<file path="src/rtl/wkt_pkg.sv">
package wkt_pkg;

    typedef enum logic [2:0] {
        WA_MATCH_LO = 3'd0,
        WA_MATCH_HI = 3'd1,
        WA_CTRL     = 3'd2,
        WA_MASK     = 3'd3,
        WA_FCLR     = 3'd4,
        WA_ZERO     = 3'd5
    } wkt_addr_e;

    typedef struct packed {
        logic chain;
        logic ie2;
        logic ie1;
        logic ie0;
        logic clr1;
        logic clr0;
        logic en2;
        logic en1;
        logic en0;
    } wkt_ctrl_t;

    typedef enum logic {
        CQ_IDLE   = 1'b0,
        CQ_QUEUED = 1'b1
    } wkt_chain_e;

    localparam int NUM_CNT = 3;
    localparam int CTRL_W  = $bits(wkt_ctrl_t);

endpackage

</file>
<file path="src/rtl/wkt_regs.sv">
module wkt_regs
    import wkt_pkg::*;
#(
    parameter int CNT_W = 16
) (
    input  logic               clk,
    input  logic               rst_n,
    input  logic               wr_en,
    input  logic [2:0]         wr_addr,
    input  logic [CNT_W-1:0]   wr_data,
    output logic [CNT_W-1:0]   match_lo,
    output logic [CNT_W-1:0]   match_hi,
    output wkt_ctrl_t          ctrl,
    output logic [NUM_CNT-1:0] irq_mask,
    output logic [NUM_CNT-1:0] flag_clr,
    output logic               zero_cmd
);

    always_ff @(posedge clk or negedge rst_n) begin
        if (!rst_n) begin
            match_lo <= '1;
            match_hi <= '1;
            ctrl     <= '0;
            irq_mask <= '0;
        end else if (wr_en) begin
            case (wkt_addr_e'(wr_addr))
                WA_MATCH_LO: match_lo <= wr_data;
                WA_MATCH_HI: match_hi <= wr_data;
                WA_CTRL:     ctrl     <= wkt_ctrl_t'(wr_data[CTRL_W-1:0]);
                WA_MASK:     irq_mask <= wr_data[NUM_CNT-1:0];
                default:     ;
            endcase
        end
    end

    always_comb begin
        flag_clr = '0;
        zero_cmd = 1'b0;
        if (wr_en && (wr_addr == WA_FCLR)) flag_clr = wr_data[NUM_CNT-1:0];
        if (wr_en && (wr_addr == WA_ZERO)) zero_cmd = 1'b1;
    end

    // control only changes through its own address
    a_r2_ctrl_only_by_write: assert property (@(posedge clk) disable iff (!rst_n)
        !(wr_en && (wr_addr == WA_CTRL)) |=> $stable(ctrl));

endmodule

</file>
<file path="src/rtl/wkt_pair.sv">
module wkt_pair
    import wkt_pkg::*;
#(
    parameter int CNT_W = 16
) (
    input  logic             clk,
    input  logic             rst_n,
    input  logic             zero_cmd,
    input  logic             en_lo,
    input  logic             en_hi,
    input  logic             clr_lo,
    input  logic             clr_hi,
    input  logic             chain,
    input  logic [CNT_W-1:0] match_lo,
    input  logic [CNT_W-1:0] match_hi,
    output logic [CNT_W-1:0] cnt_lo,
    output logic [CNT_W-1:0] cnt_hi,
    output logic             hit_lo,
    output logic             hit_hi
);

    localparam logic [CNT_W-1:0] ONE = CNT_W'(1);

    wkt_chain_e       state_q, state_d;
    logic             pend;
    logic             adv_hi;
    logic [CNT_W-1:0] step_hi;
    logic [CNT_W-1:0] lo_d, hi_d;

    // chain queue: state register
    always_ff @(posedge clk or negedge rst_n) begin
        if (!rst_n) state_q <= CQ_IDLE;
        else        state_q <= state_d;
    end

    // chain queue: next state and output
    always_comb begin
        state_d = CQ_IDLE;
        pend    = 1'b0;
        unique case (state_q)
            CQ_IDLE: begin
                pend = 1'b0;
                if (hit_lo && chain) state_d = CQ_QUEUED;   // QUEUE
            end
            CQ_QUEUED: begin
                pend = 1'b1;                                // LAND
                if (hit_lo && chain) state_d = CQ_QUEUED;   // REQUEUE
            end
        endcase
    end

    always_comb begin
        hit_lo  = en_lo && !zero_cmd && (cnt_lo == match_lo);
        lo_d    = cnt_lo;
        if (zero_cmd)    lo_d = '0;
        else if (en_lo)  lo_d = (hit_lo && clr_lo) ? '0 : cnt_lo + ONE;

        adv_hi  = !zero_cmd && en_hi && (chain ? pend : 1'b1);
        step_hi = (clr_hi && (cnt_hi == match_hi)) ? '0 : cnt_hi + ONE;
        hit_hi  = adv_hi && (step_hi == match_hi);
        hi_d    = cnt_hi;
        if (zero_cmd)    hi_d = '0;
        else if (adv_hi) hi_d = step_hi;
    end

    always_ff @(posedge clk or negedge rst_n) begin
        if (!rst_n) begin
            cnt_lo <= '0;
            cnt_hi <= '0;
        end else begin
            cnt_lo <= lo_d;
            cnt_hi <= hi_d;
        end
    end

    // a disabled low counter keeps its value
    a_r8_lo_hold: assert property (@(posedge clk) disable iff (!rst_n)
        (!en_lo && !zero_cmd) |=> (cnt_lo == $past(cnt_lo)));

    // wrap from all ones to zero when clear-on-match is not taken
    a_r3_lo_wrap: assert property (@(posedge clk) disable iff (!rst_n)
        (en_lo && !zero_cmd && (cnt_lo == '1) && !clr_lo) |=> (cnt_lo == '0));

    // chained high counter does not move without a queued step
    a_r5_no_stray_step: assert property (@(posedge clk) disable iff (!rst_n)
        (chain && (state_q == CQ_IDLE) && !zero_cmd) |=> (cnt_hi == $past(cnt_hi)));

    // counter-zero empties the queue
    a_r11_zero_drops_queue: assert property (@(posedge clk) disable iff (!rst_n)
        zero_cmd |=> (state_q == CQ_IDLE));

endmodule

</file>
<file path="src/rtl/wkt_stamp.sv">
module wkt_stamp #(
    parameter int STAMP_W = 32
) (
    input  logic               clk,
    input  logic               rst_n,
    input  logic               zero_cmd,
    input  logic               en,
    output logic [STAMP_W-1:0] cnt,
    output logic               wrap_hit
);

    localparam logic [STAMP_W-1:0] ONE = STAMP_W'(1);

    assign wrap_hit = en && !zero_cmd && (cnt == '1);

    always_ff @(posedge clk or negedge rst_n) begin
        if (!rst_n)        cnt <= '0;
        else if (zero_cmd) cnt <= '0;
        else if (en)       cnt <= cnt + ONE;
    end

    // one step per enabled clock
    a_r7_stamp_step: assert property (@(posedge clk) disable iff (!rst_n)
        (en && !zero_cmd) |=> (cnt == STAMP_W'($past(cnt) + ONE)));

    // disabled stamp holds
    a_r8_stamp_hold: assert property (@(posedge clk) disable iff (!rst_n)
        (!en && !zero_cmd) |=> $stable(cnt));

endmodule

</file>
<file path="src/rtl/wkt_flags.sv">
module wkt_flags
    import wkt_pkg::*;
(
    input  logic               clk,
    input  logic               rst_n,
    input  logic [NUM_CNT-1:0] hits,
    input  logic [NUM_CNT-1:0] ie,
    input  logic [NUM_CNT-1:0] flag_clr,
    input  logic [NUM_CNT-1:0] mask,
    output logic [NUM_CNT-1:0] flags,
    output logic               irq
);

    logic [NUM_CNT-1:0] set_v;

    assign set_v = hits & ie;

    always_ff @(posedge clk or negedge rst_n) begin
        if (!rst_n) flags <= '0;
        else        flags <= (flags & ~flag_clr) | set_v;
    end

    assign irq = |(flags & mask);

    // without a clear, no flag falls
    a_r9_sticky: assert property (@(posedge clk) disable iff (!rst_n)
        (flag_clr == '0) |=> ((flags & $past(flags)) == $past(flags)));

    // without an enabled event, no flag rises
    a_r9_no_spurious_set: assert property (@(posedge clk) disable iff (!rst_n)
        (set_v == '0) |=> ((flags & ~$past(flags)) == '0));

endmodule

</file>
<file path="src/rtl/wkt_top.sv">
module wkt_top
    import wkt_pkg::*;
#(
    parameter int CNT_W   = 16,
    parameter int STAMP_W = 32
) (
    input  logic               clk,
    input  logic               rst_n,
    input  logic               wr_en,
    input  logic [2:0]         wr_addr,
    input  logic [CNT_W-1:0]   wr_data,
    output logic [CNT_W-1:0]   cnt_lo,
    output logic [CNT_W-1:0]   cnt_hi,
    output logic [STAMP_W-1:0] cnt_stamp,
    output logic [2:0]         irq_flags,
    output logic               irq
);

    wkt_ctrl_t          ctrl;
    logic [CNT_W-1:0]   match_lo, match_hi;
    logic [NUM_CNT-1:0] irq_mask, flag_clr, hits, ie;
    logic               zero_cmd, hit_lo, hit_hi, hit_st;

    wkt_regs #(.CNT_W(CNT_W)) u_regs (
        .clk(clk), .rst_n(rst_n), .wr_en(wr_en), .wr_addr(wr_addr),
        .wr_data(wr_data), .match_lo(match_lo), .match_hi(match_hi),
        .ctrl(ctrl), .irq_mask(irq_mask), .flag_clr(flag_clr),
        .zero_cmd(zero_cmd)
    );

    wkt_pair #(.CNT_W(CNT_W)) u_pair (
        .clk(clk), .rst_n(rst_n), .zero_cmd(zero_cmd),
        .en_lo(ctrl.en0), .en_hi(ctrl.en1), .clr_lo(ctrl.clr0),
        .clr_hi(ctrl.clr1), .chain(ctrl.chain),
        .match_lo(match_lo), .match_hi(match_hi),
        .cnt_lo(cnt_lo), .cnt_hi(cnt_hi), .hit_lo(hit_lo), .hit_hi(hit_hi)
    );

    wkt_stamp #(.STAMP_W(STAMP_W)) u_stamp (
        .clk(clk), .rst_n(rst_n), .zero_cmd(zero_cmd), .en(ctrl.en2),
        .cnt(cnt_stamp), .wrap_hit(hit_st)
    );

    assign hits = {hit_st, hit_hi, hit_lo};
    assign ie   = {ctrl.ie2, ctrl.ie1, ctrl.ie0};

    wkt_flags u_flags (
        .clk(clk), .rst_n(rst_n), .hits(hits), .ie(ie), .flag_clr(flag_clr),
        .mask(irq_mask), .flags(irq_flags), .irq(irq)
    );

    // a masked-off flag set alone never drives the interrupt
    a_r10_mask_gates: assert property (@(posedge clk) disable iff (!rst_n)
        (irq_mask == '0) |-> !irq);

endmodule

</file>
<file path="config.mk">
export PLATFORM = sky130hd
export DESIGN_NAME = wkt_top
export DESIGN_NICKNAME = d
export VERILOG_FILES = /design/src/rtl/wkt_pkg.sv /design/src/rtl/wkt_regs.sv /design/src/rtl/wkt_pair.sv /design/src/rtl/wkt_stamp.sv /design/src/rtl/wkt_flags.sv /design/src/rtl/wkt_top.sv
export SDC_FILE = /design/constraint.sdc
export NUM_CORES = 1
export LEC_CHECK = 0
export ABC_AREA = 1
export CAP_MARGIN = 0
export CORE_UTILIZATION = 55
export CTS_CLUSTER_DIAMETER = 150
export DETAILED_ROUTE_END_ITERATION = 16
export DONT_BUFFER_PORTS = 1
export HOLD_SLACK_MARGIN = 0.12
export MAX_ROUTING_LAYER = met4
export PLACE_DENSITY = 0.7
export SLEW_MARGIN = 20
export SYNTH_ARGS = -nofsm -noshare
export SYNTH_HDL_FRONTEND = slang
export SYNTH_HIERARCHICAL = 1
export SYNTH_SLANG_ARGS = --single-unit
</file>
<file path="constraint.sdc">
create_clock -name clk -period 3.4 [get_ports clk]
set_clock_uncertainty 0.05 [all_clocks]
set_input_delay 0.68 -clock clk [delete_from_list [all_inputs] [get_ports clk]]
set_output_delay 0.68 -clock clk [all_outputs]
set_load 0.02 [all_outputs]
</file>
After elaboration in Yosys (flattened, before gate mapping). Cells that the tools add are included.

Add/subtract/negate cells: 3. Eq/ne operators: 9. Muxes and demuxes: 13. Bitwise gates (word level): 6. Reductions and logical operators: 22.

Operator list (count): 16-bit two-way mux (6); 32-bit two-way mux (2); 16-bit == test (3); 16-bit by 1-bit adder with 16-bit output (second input constant) (2); 32-bit by 1-bit adder with 32-bit output (second input constant) (1); 32-bit == test (second input constant) (1); 1-bit logical AND (12); 3-bit AND (3); 2-bit AND reduction (4); 3-bit by 2-bit == test with 1-bit output (second input constant) (2); 3-bit == test (second input constant) (2); 2-bit nonzero test (3); 3-bit by 1-bit == test with 1-bit output (second input constant) (1); 3-bit logical NOT (1); 1-bit two-way mux (3); 3-bit two-way mux (1); 3-bit NOT (1); 3-bit OR (1); 3-bit OR reduction (1); 1-bit case mux with 2 select lines (1); 1-bit logical NOT (1); 1-bit NOT (1).

Flip-flop bits (word level): 112. Logic and storage cells: 70.

Logic depth before layout (Yosys ltp).
Word-level depth: 10. Depth in mapped cells: 19. Depth with buffers taken out: 19.

Modules after synthesis. Netlist, hierarchy kept.

By module, submodules not included: wkt_pair (times used 1, cells an instance 434, area each 2705.1 µm²); wkt_stamp (times used 1, cells an instance 266, area each 1923.1 µm²); wkt_regs (times used 1, cells an instance 207, area each 1903.1 µm²); wkt_flags (times used 1, cells an instance 16, area each 140.1 µm²).

Worst setup path after synthesis. No wires, ideal clock.

Path type: input port to flip-flop. From: in wr_addr[0]. To: reg u_pair.cnt_lo[0]. Setup time: 0.083 ns. Arrival: 2.442 ns. Data required time: 3.267 ns. Slack: 0.825 ns. Cell stages on the path: 12. Buffers on the path: 2. Path through: inv_2 nor2_4 buf_4 nand2_1 nor2_1 nor2_1 nand3_1 nor3_1 nand4_1 nand2_1 buf_4 o21ai_0.

Longest elaborated chain between the ends: 10.

RTL lines: start: declaration (line wkt_top.sv:10) `input logic [2:0] wr_addr,`; 3-bit == test (*) (line wkt_regs.sv:40) `if (wr_en && (wr_addr == WA_ZERO)) zero_cmd = 1'b1;`; 1-bit logical AND (*) (line wkt_regs.sv:40); 1-bit two-way mux (*) (line wkt_regs.sv:40); via zero_cmd (line wkt_top.sv:22) `logic zero_cmd, hit_lo, hit_hi, hit_st;`; 1-bit logical NOT (line wkt_pair.sv:53) `hit_lo = en_lo && !zero_cmd && (cnt_lo == match_lo);`; 1-bit logical AND (2 in a row) (line wkt_pair.sv:53); 1-bit logical AND (line wkt_pair.sv:56) `else if (en_lo) lo_d = (hit_lo && clr_lo) ? '0 : cnt_lo + ONE;`; 16-bit two-way mux (2 in a row) (line wkt_pair.sv:56); 16-bit two-way mux (line wkt_pair.sv:55) `if (zero_cmd) lo_d = '0;`; end signal: assignment (line wkt_pair.sv:71) `cnt_lo <= lo_d;`; end: declaration (line wkt_pair.sv:16) `output logic [CNT_W-1:0] cnt_lo,`.

The timed path passes the listed nets; every way through them passes the cells marked *. The select of a mux whose other input is x is not followed. A chain may end at the register's enable or synchronous reset.

Final worst setup path.
From: reg u_pair.cnt_hi[15]. To: reg u_flags.flags[1].

Longest elaborated chain between the ends: 7.

RTL lines: start: declaration (line wkt_pair.sv:17) `output logic [CNT_W-1:0] cnt_hi,`; start signal: assignment (line wkt_pair.sv:72) `cnt_hi <= hi_d;`; branches (longest 2 deep; another with 16-bit by 1-bit adder with 16-bit output); 16-bit two-way mux (*) (line wkt_pair.sv:59) `step_hi = (clr_hi && (cnt_hi == match_hi)) ? '0 : cnt_hi + ONE;`; 16-bit == test (*) (line wkt_pair.sv:60) `hit_hi = adv_hi && (step_hi == match_hi);`; 1-bit logical AND (*) (line wkt_pair.sv:60); via hit_hi (line wkt_top.sv:22); 3-bit AND (*) (line wkt_flags.sv:16) `assign set_v = hits & ie;`; 3-bit OR (*) (line wkt_flags.sv:20) `else flags <= (flags & ~flag_clr) | set_v;`; end signal: assignment (line wkt_flags.sv:20); end: declaration (line wkt_flags.sv:10) `output logic [NUM_CNT-1:0] flags,`.

Mark *: on every way through the listed nets, which the timed path passes.

==> flow_metrics.py <==
metrics = {
    "timing": {
        "worst_pin_slew_ns": 0.727,
        "timing.setup.tns_ns": 0,
        "fmax_ghz": 0.389,
        "period_needed_ns": 2.57,
        "setup_viol": 0,
        "max_slew_margin_pct": 51.4,
        "layout_setup_ws_ns": 0.827,
        "hold_violations": 0,
        "rsz0062_at_grt": "no",
        "post-route-period-util_pct": 75.7,
        "slew_violations": 0,
    },
    "pwr": {
        "p_per_area_mw_per_mm2": 666,
        "power_mw": 4.75,
        "swShare_pct": 39.5,
        "p_int_mw": 2.87,
        "p_switching_mw": 1.87,
        "power_frac_comb_pct": 27.3,
        "peakVddDrop_v": 0.000441,
        "leakagePower_nw": 3.51,
        "p_clk_share_pct": 25.3,
        "seq_power_share_pct": 47.4,
    },
    "routing": {
        "route.detailed.drc": 4,
        "drt_iter0_markers": 385,
        "routed_wl_um": 16600,
        "ant_nets": 0,
        "dr_total_vias": 5951,
        "viasPerCell": 5.56,
        "wl_per_cell_um": 15.5,
        "dr.pass1.iters": 10,
    },
    "clock_network": {
        "ctsResizeCount": 0,
        "cts_buffers": 9,
        "clk_pin_slew_ns": 0.07,
        "insertion_delay_ns": 0.35,
        "clockBufferDepth": 2,
        "htree_num_levels": 3,
        "cts_tree": "yes",
        "cts_setup_buffers": 0,
        "cts_sinks": 112,
        "cts_root_buf": "clkbuf_16",
    },
    "synth": {
        "synthFlopType": "dfrtp_1",
        "synthAdderAreaFrac_pct": 0.563,
        "synth_xor_area_share_pct": 2.76,
        "synth_edf_count": 0,
        "yosysTopAreaCellShare_pct": 30.0,
        "synth_top_family_by_area": "simple AND/OR/NAND/NOR gates",
        "yosysMostFrequentCell": "nand2_1",
        "syn-mean-instance-area_um2": 7.23,
        "synthSimpleGateAreaFrac_pct": 38.7,
        "synth.ff_latch_count": 112,
        "synthTopCellsByArea": "dfrtp_1, nand2_1, dfstp_2",
        "yosys_warnings": 6,
        "synthDistinctLibCells": 40,
        "yosysTopAreaCell": "dfrtp_1",
        "synth-compound-area-share_pct": 7.43,
        "synthArstFlopShare_pct": 100,
        "synth_mux_area_share_pct": 0,
        "synthCells": 923,
        "netlist_area_mm2": 0.00667,
        "synthesis.nets": 948,
        "synth.top_cells.by_count": "nand2_1, nor2_1, inv_1",
        "ys_seq_area_share_pct": 42.6,
    },
    "critical_path": {
        "crit_chain": "inv_1 > a21boi_0 > nand3_1 > nor2_2 > nand3_2 > nand3_1 > nand2_1 > nor2_1 > nand2_1 > nor2_1 > nand2_1 > nor2_1 > nand2_1 > o21ai_2",
        "cp_common_cell": "nand2_1",
        "required_ns": 3.64,
        "crit_slowest_cell": "dfrtp_1",
        "critical_path_arrival_ns": 2.81,
        "cp_max_fo": 29,
        "crit_type": "register to register",
        "startpoint_type": "register",
        "crit_path_end_kind": "register",
        "max_stage_delay_ns": 0.54,
    },
    "grt": {
        "grt_max_degree": 81,
        "grt_usage_pct": 28.9,
        "grt_antenna_before_repair": 0,
        "grt_pass1_vias": 5758,
        "grt_pass1_wl_um": 28100,
        "grt-ovfl-total": 0,
    },
    "die": {
        "fp.dieW_um": 112,
        "die_h_um": 112,
        "ioPinCount": 90,
        "core_area_mm2": 0.0116,
        "rows": 39,
        "die-area_mm2": 0.0126,
        "start_util_pct": 57.4,
    },
    "hold_path": {
        "hold_class": "primary input to async pin",
    },
    "placement": {
        "dp_cells": 1052,
        "post_dp_cell_area_mm2": 0.00674,
        "place_hpwl_um": 12100,
        "gp_congestion": 0.917,
        "dp_slack_ns": 0.725,
        "portBuffers": 0,
    },
    "cells_and_area": {
        "drive_above_1_share_pct": 11.5,
        "final_cells": 1070,
        "finish.instance_area_mm2": 0.00713,
        "area_delta_synth_final_pct": 6.86,
        "fillers": 1084,
        "nets": 947,
        "diodes": 0,
    },
    "outcome": {
        "status": "finished with violations",
        "violations": "DRC",
    },
    "job": {
        "drv_cap": 0,
    },
}
[final timing paths]
check / endpoint / cells after the start / start / slack, ns
setup / recovery: u_flags/flags[1] / 14 / u_pair/cnt_hi[15] / 0.83
max in group asynchronous: u_pair/cnt_lo[15] / 1 / rst_n / 2.79
hold reg to reg: u_regs/match_lo[15] / 2 / u_regs/match_lo[15] / 0.42
hold / removal: u_stamp/cnt[19] / 1 / rst_n / 0.16
min in group clk: u_regs/match_lo[12] / 2 / wr_data[12] / 0.38
setup reg to reg: u_flags/flags[1] / 14 / u_pair/cnt_hi[15] / 0.83
[cell usage in the layout (no fill, tap or decap), types with 2 or more instances in the layout]
cell	instances
nand2_1	311
nor2_1	99
inv_1	97
nand3_1	94
dfrtp_1	80
dfstp_2	32
o22ai_1	27
a21oi_1	24
nand4_1	19
xor2_1	19
o21ai_0	17
or2_2	10
clkbuf_16	9
nor2_2	9
nor3_1	8
inv_2	7
nor2_4	7
nand2_2	7
nand2_4	5
buf_4	4
o21ai_2	4
o21ai_1	4
bufinv_16	3
nor4_1	3
ha_1	3
nor2_8	3
clkinvlp_4	2
clkbuf_1	2
nand3_2	2
xnor2_1	2
o21a_1	2
a31oi_1	2
[layout make-up]
| cell class | count | area, um^2 | share of cell area, % |
|---|---|---|---|
| Inverter | 105 | 394 | 5.53 |
| Clock inverter | 5 | 105 | 1.47 |
| Multi-Input combinational cell | 688 | 3300 | 46.3 |
| Sequential cell | 112 | 2840 | 39.9 |
| Tap cell | 143 | 179 | 2.51 |
| Clock buffer | 11 | 233 | 3.26 |
| Timing Repair Buffer | 6 | 77.6 | 1.09 |
[cell families (layout without fill, tap and decap cells)]
family / Yosys count / in the layout
and+or+nand+nor: 579 / 579
buffers and inverters: 123 / 127
DFF: 112 / 112
AOI/OAI and AO/OA: 85 / 85
xor gates and xnor gates: 21 / 21
adders and majority gates: 3 / 3
[per-layer routing]
layer  wire (um)  GRT usage, %  vias up  share of wire [%]
li1            -             -     2955                  -
met1        7650          38.7     2788                 46
met2        7590          44.3      178                 46
met3        1080          5.67       30                6.5
met4         316          9.51        0                1.9
met5           0             -        -                  0
[stage by stage]
step / hold slack, ns / util, %
finish: 0.164 / 61.4
global route: 0.205 / 61.4
CTS: 0.190 / 61.4
detailed placement: 0.338 / 58.1
global placement: 0.337 / 58.1
floorplan: 0.334 / -
[power by group through the flow]
| stage | Sequential [mW] | Clock (mW) | Combinational, mW |
|---|---|---|---|
| after global placement | 2.26 | 0 | 1.22 |
| final | 2.25 | 1.20 | 1.30 |
| after global routing | 2.30 | 1.29 | 1.50 |
| after CTS | 2.25 | 1.23 | 1.29 |
| after floorplan | 2.15 | 0 | 1.04 |
| after detailed placement | 2.27 | 0 | 1.25 |
[registers in the layout, indices dropped and copies added, names as in the netlist]
register	flops
u_pair/cnt_hi	16
u_regs/match_hi	16
u_regs/match_lo	16
u_stamp/cnt	32
u_regs/irq_mask	3
u_flags/flags	3
u_regs/ctrl	9
u_pair/cnt_lo	16
u_pair/state_q	1
[critical path: cells and delay by family, from the launching register on]
family                 cells  cell delay [ns]
AND/OR/NAND/NOR           11             1.61
flip-flops                 1             0.54
AO/OA/AOI/OAI              2             0.22
buffers and inverters      1             0.10
[what timing repair did]
item                       in CTS  in global routing
hold buffers                    2                  0
setup endpoints to repair       0                  0
hold endpoints to repair       80                  0
Note: power is estimated with default switching activity, not from simulation.
